### config.mk
export PLATFORM = sky130hd
export DESIGN_NAME = oneshot_gate
export DESIGN_NICKNAME = d
export VERILOG_FILES = /design/src/rtl/oneshot_pkg.sv /design/src/rtl/oneshot_rst_sync.sv /design/src/rtl/oneshot_sync.sv /design/src/rtl/oneshot_qual.sv /design/src/rtl/oneshot_timer.sv /design/src/rtl/oneshot_gate.sv
export SDC_FILE = /design/constraint.sdc
export NUM_CORES = 1
export LEC_CHECK = 0
export ABC_AREA = 1
export BUFFER_PORTS_ARGS = -buffer_cell sky130_fd_sc_hd__clkbuf_2
export CAP_MARGIN = 20
export CORE_MARGIN = 5
export CORE_UTILIZATION = 38
export CTS_CLUSTER_SIZE = 10
export DETAILED_ROUTE_END_ITERATION = 10
export PLACE_DENSITY = 0.64
export SYNTH_ARGS = -nofsm -noshare
export SYNTH_HDL_FRONTEND = slang
export SYNTH_SLANG_ARGS = --single-unit
export TNS_END_PERCENT = 5
### constraint.sdc
create_clock -name clk -period 0.8 [get_ports clk]
set_input_delay 0.16 -clock clk [delete_from_list [all_inputs] [get_ports clk]]
set_output_delay 0.16 -clock clk [all_outputs]
set_load 0.02 [all_outputs]
### src/rtl/oneshot_pkg.sv
package oneshot_pkg;

  // Synchronised control levels, in the order they are packed.
  typedef struct packed {
    logic gate_lo;
    logic gate_hi;
    logic clr_n;
  } ctl_t;

  localparam int CTL_W = $bits(ctl_t);

  // True when both gates enable and the clear is released.
  function automatic logic ctl_open(input ctl_t c);
    return !c.gate_lo && c.gate_hi && c.clr_n;
  endfunction

endpackage

### src/rtl/oneshot_rst_sync.sv
module oneshot_rst_sync #(
  parameter int STAGES = 2
) (
  input  logic clk,
  input  logic rst_n,
  output logic rst_q_n
);

  logic [STAGES-1:0] chain_q;
  logic [STAGES-1:0] chain_d;

  always_comb begin
    chain_d = {chain_q[STAGES-2:0], 1'b1};
  end

  always_ff @(posedge clk or negedge rst_n) begin
    if (!rst_n) begin
      chain_q <= '0;
    end else begin
      chain_q <= chain_d;
    end
  end

  assign rst_q_n = chain_q[STAGES-1];

endmodule

### src/rtl/oneshot_sync.sv
module oneshot_sync #(
  parameter int W      = 3,
  parameter int STAGES = 2
) (
  input  logic         clk,
  input  logic         rst_n,
  input  logic [W-1:0] d_i,
  output logic [W-1:0] q_o
);

  for (genvar i = 0; i < W; i++) begin : g_bit
    logic [STAGES-1:0] stg_q;
    logic [STAGES-1:0] stg_d;

    always_comb begin
      stg_d = {stg_q[STAGES-2:0], d_i[i]};
    end

    always_ff @(posedge clk or negedge rst_n) begin
      if (!rst_n) begin
        stg_q <= '0;
      end else begin
        stg_q <= stg_d;
      end
    end

    assign q_o[i] = stg_q[STAGES-1];
  end

endmodule

### src/rtl/oneshot_qual.sv
module oneshot_qual
  import oneshot_pkg::*;
#(
  parameter int ARM_CYCLES = 3
) (
  input  logic clk,
  input  logic rst_n,
  input  ctl_t lvl_i,
  output logic trig_o,
  output logic clr_o
);

  localparam int AW = $clog2(ARM_CYCLES + 1);

  ctl_t          prev_q;
  ctl_t          prev_d;
  logic [AW-1:0] arm_q;
  logic [AW-1:0] arm_d;
  logic          arm_en;
  logic          armed;
  logic          hi_rise;
  logic          lo_fall;
  logic          clr_rise;

  // Edges are only trusted once the pipeline holds real samples.
  always_comb begin
    armed    = (arm_q == AW'(ARM_CYCLES));
    arm_en   = !armed;
    arm_d    = arm_q + AW'(1);
    prev_d   = lvl_i;
    hi_rise  = lvl_i.gate_hi && !prev_q.gate_hi;
    lo_fall  = !lvl_i.gate_lo && prev_q.gate_lo;
    clr_rise = lvl_i.clr_n && !prev_q.clr_n;
    trig_o   = armed && ctl_open(lvl_i) && (hi_rise || lo_fall || clr_rise);
    clr_o    = !lvl_i.clr_n;
  end

  always_ff @(posedge clk or negedge rst_n) begin
    if (!rst_n) begin
      prev_q <= '0;
    end else begin
      prev_q <= prev_d;
    end
  end

  always_ff @(posedge clk or negedge rst_n) begin
    if (!rst_n) begin
      arm_q <= '0;
    end else if (arm_en) begin
      arm_q <= arm_d;
    end
  end

endmodule

### src/rtl/oneshot_timer.sv
module oneshot_timer #(
  parameter int DUR_W = 8
) (
  input  logic             clk,
  input  logic             rst_n,
  input  logic             trig_i,
  input  logic             clr_i,
  input  logic [DUR_W-1:0] dur_i,
  output logic [DUR_W-1:0] remain_o,
  output logic             pulse_o,
  output logic             pulse_n_o
);

  logic [DUR_W-1:0] cnt_q;
  logic [DUR_W-1:0] cnt_d;
  logic             cnt_en;
  logic             q_q;
  logic             q_d;

  always_comb begin
    cnt_en = clr_i || trig_i || (cnt_q != '0);
    if (clr_i) begin
      cnt_d = '0;
    end else if (trig_i) begin
      cnt_d = dur_i;
    end else if (cnt_q != '0) begin
      cnt_d = cnt_q - DUR_W'(1);
    end else begin
      cnt_d = cnt_q;
    end
    q_d = (cnt_d != '0);
  end

  always_ff @(posedge clk or negedge rst_n) begin
    if (!rst_n) begin
      cnt_q <= '0;
      q_q   <= 1'b0;
    end else if (cnt_en) begin
      cnt_q <= cnt_d;
      q_q   <= q_d;
    end
  end

  assign remain_o  = cnt_q;
  assign pulse_o   = q_q;
  assign pulse_n_o = ~q_q;

endmodule

### src/rtl/oneshot_gate.sv
module oneshot_gate
  import oneshot_pkg::*;
#(
  parameter int DUR_W       = 8,
  parameter int SYNC_STAGES = 2
) (
  input  logic             clk,
  input  logic             rst_n,
  input  logic             gate_lo_i,
  input  logic             gate_hi_i,
  input  logic             clr_n_i,
  input  logic [DUR_W-1:0] dur_i,
  output logic             pulse_o,
  output logic             pulse_n_o
);

  localparam int ARM_CYCLES = SYNC_STAGES + 1;

  logic             rst_q_n;
  ctl_t             raw;
  ctl_t             lvl;
  logic             trig;
  logic             clr_act;
  logic [DUR_W-1:0] remain;

  assign raw.gate_lo = gate_lo_i;
  assign raw.gate_hi = gate_hi_i;
  assign raw.clr_n   = clr_n_i;

  oneshot_rst_sync #(.STAGES(SYNC_STAGES)) i_rst_sync (
    .clk     (clk),
    .rst_n   (rst_n),
    .rst_q_n (rst_q_n)
  );

  oneshot_sync #(.W(CTL_W), .STAGES(SYNC_STAGES)) i_sync (
    .clk   (clk),
    .rst_n (rst_q_n),
    .d_i   (raw),
    .q_o   (lvl)
  );

  oneshot_qual #(.ARM_CYCLES(ARM_CYCLES)) i_qual (
    .clk    (clk),
    .rst_n  (rst_q_n),
    .lvl_i  (lvl),
    .trig_o (trig),
    .clr_o  (clr_act)
  );

  oneshot_timer #(.DUR_W(DUR_W)) i_timer (
    .clk       (clk),
    .rst_n     (rst_q_n),
    .trig_i    (trig),
    .clr_i     (clr_act),
    .dur_i     (dur_i),
    .remain_o  (remain),
    .pulse_o   (pulse_o),
    .pulse_n_o (pulse_n_o)
  );

endmodule

==> impl_metrics.tcl <==
set metrics [dict create \
    hold_viol 0 \
    ys_seq_area_frac 0.475 \
    yosysWarnings 0 \
    netlist_area_um2 1160 \
    path_clk_slew_ns 0.12 \
    report.final.setup_viol 13 \
    path_cells "inv_2 > ha_4 > inv_1 > nor2_2 > nand2_2 > buf_4 > nand3_4 > a21oi_4 > nor2_2 > a21oi_2" \
    status "complete, but fails checks" \
    dp.cells 205 \
    grt_pass1_vias 1144 \
    wl_um 2860 \
    num_io_pins 15 \
    synthArstFlopShare 1.00 \
    fp.dieH_um 65.2 \
    antenna_left 0 \
    avgSynthCellArea_um2 8.65 \
    reg2reg_slack_ns -0.73 \
    rsz0062_at_grt "yes" \
    clockBufferDepth 2 \
    p_per_area_nw_per_um2 3630 \
    slew_viol_final 0 \
    max_cap_viol_count 0 \
    n_fill_cell 245 \
    skew_ns 0.00465 \
    grt_overflow 0 \
    die_w_um 65.2 \
    yosys-top-cells-area "dfrtp_1 (48%), nand2_1 (9.4%), inv_1 (7.5%)" \
    cts_buffers 3 \
    ys_types 22 \
    hpwl_um 1940 \
    final_nets 202 \
    cp_common_cell "nor2_2" \
    final_util 0.594 \
    drt_iter0_markers 32 \
    coreArea_um2 2980 \
    crit_fanout 4 \
    vias_per_cell 4.78 \
    fmax_mhz 654 \
    yosys.area.top_type "dfrtp_1" \
    syn2layout_area_growth_pct 52.6 \
    cp-end-kind "register" \
    synth_edf_count 0 \
    synth.top_cells.by_count "nand2_1 (29), inv_1 (23), dfrtp_1 (22)" \
    path_class "register to register" \
    setup_slack_ns -0.728 \
    worst-path-buf-inv 3 \
    grt_antenna_before_repair 0 \
    dr.pass1.iters 4 \
    dp_slack_ns -0.705 \
    leakage_nw 0.920 \
    n_antenna_cell 0 \
    portBuffers 14 \
    worstPathArrival_ns 1.74 \
    grt_max_degree 21 \
    ir_drop_mv 2.49 \
    root_buffer "clkbuf_4" \
    globalRouteTotalUtil 0.143 \
    wl_per_cell_um 13.1 \
    row_count 20 \
    start_util 0.389 \
    cp_data_required_time_ns 1.01 \
    path_delay_family "simple AND/OR/NAND/NOR gates" \
    violations "negative setup slack" \
    start_kind "register" \
    floorplan.die_area_um2 4250 \
    synthFlopType "dfrtp_1" \
    vias 1043 \
    rr_startpoint "i_timer.remain_o[0]" \
    grt_pass1_wl_um 4850 \
    synth_cells 134 \
    whs_ns 0.155 \
    drc 0 \
    synth.most_common_cell "nand2_1" \
    drive_gt1_frac 0.530 \
    cp-startpoint "i_timer.remain_o[0]" \
    synth_top_area_share 0.475 \
    gp_congestion 0.856 \
    clock_sinks 22 \
    max_stage_delay_ns 0.41 \
    fin_crit_sh 1.91 \
    fin_cells 218 \
    cts_tree "done" \
    hold_class "input port to async pin" \
    min_period_ns 1.53 \
    crit_slowest_cell "dfrtp_1" \
    cts-htree-levels 1 \
    synth_nets 150 \
    ys_seq_elements 22 \
    clk_latency_ns 0.31 \
]
## metrics by stage
step	setup TNS (ns)	power [mW]	area [µm²]
global placement	-5.08	4.71	1480
finish	-6.57	6.42	1770
floorplan	-3.70	3.50	1190
CTS	-6.54	5.90	1670
detailed placement	-5.54	4.80	1480
global route	-7.44	6.99	1770
## sequential cells by signal (all words and copies together), names as in the netlist
signal,flops
i_timer.remain_o,8
i_sync.g_bit.stg_q,6
i_qual.prev_q,3
i_qual.arm_q,2
i_rst_sync.chain_q,2
i_timer.pulse_o,1
## worst reg2reg max path, stage by stage (launching register included)
cell     delay, ns
dfrtp_1       0.41
inv_2         0.10
ha_4          0.13
inv_1         0.04
nor2_2        0.13
nand2_2       0.12
buf_4         0.16
nand3_4       0.09
a21oi_4       0.07
nor2_2        0.12
a21oi_2       0.06
## report_power, final
part           switching [mW]  internal [mW]  total (mW)
Sequential              0.174           1.34        1.52
Clock                   0.336          0.507       0.842
Combinational            2.21           1.84        4.06
## logic make-up (layout without fill, tap and decap cells)
group                    count (synthesis)  count (layout)  share of synthesized area
AO/OA/AOI/OAI                           12              12                     0.0713
XOR/XNOR                                 2               2                     0.0151
adder cells (fa/ha/maj)                  3               3                     0.0324
buffers and inverters                   29              80                      0.107
flip-flops                              22              22                      0.475
multiplexers                             1               1                    0.00972
other                                    1               1                    0.00324
AND/OR/NAND/NOR                         64              64                      0.286
## cell usage in the layout (no fill, tap or decap), drive strengths merged, types with 2 or more instances in the layout
cell type    count
inv             26
o21ai           10
xnor2            2
buf             32
nand3           14
a21oi            2
nand3b           3
clkbuf          16
nor2            12
dlygate4sd3      4
ha               3
nand2           33
dfrtp           22
nand4            2
## area by class of cell
cell class,instances,area (µm²),share of cell area
multi-input cells,83,637,0.360
flip-flops and latches,22,552,0.312
repair buffers,49,384,0.217
inverters,27,101,0.0573
well taps,33,41.3,0.0234
clock inverters,1,30.0,0.0170
clock buffers,3,22.5,0.0127
## final timing paths
check,end,depth (start not counted)
setup / recovery,i_timer.pulse_o,10
hold / removal,i_rst_sync.chain_q[0],2
setup reg to reg,i_timer.pulse_o,10
max in group asynchronous,i_timer.remain_o[2],1
min in group clk,i_timer.remain_o[2],5
hold reg to reg,i_sync.g_bit[2].stg_q[0],1
## layer usage
| layer | track usage | part of all wire | up-vias |
|---|---|---|---|
| met5 | 0 | 0 | - |
| met4 | 0.0492 | 0.022 | 0 |
| met3 | 0.0154 | 0.031 | 8 |
| met2 | 0.279 | 0.57 | 19 |
| met1 | 0.157 | 0.37 | 503 |
| li1 | - | - | 513 |
## what timing repair did
item                                    4_1_cts  5_1_grt
resized for setup                            16       20
gates cloned                                  1        0
hold buffers                                  4        0
pin swaps                                    10       12
hold endpoints to repair                      5        0
endpoints found under the setup margin       13       13
buffers inserted                              2        2
Power figures use the tool's default switching activity.
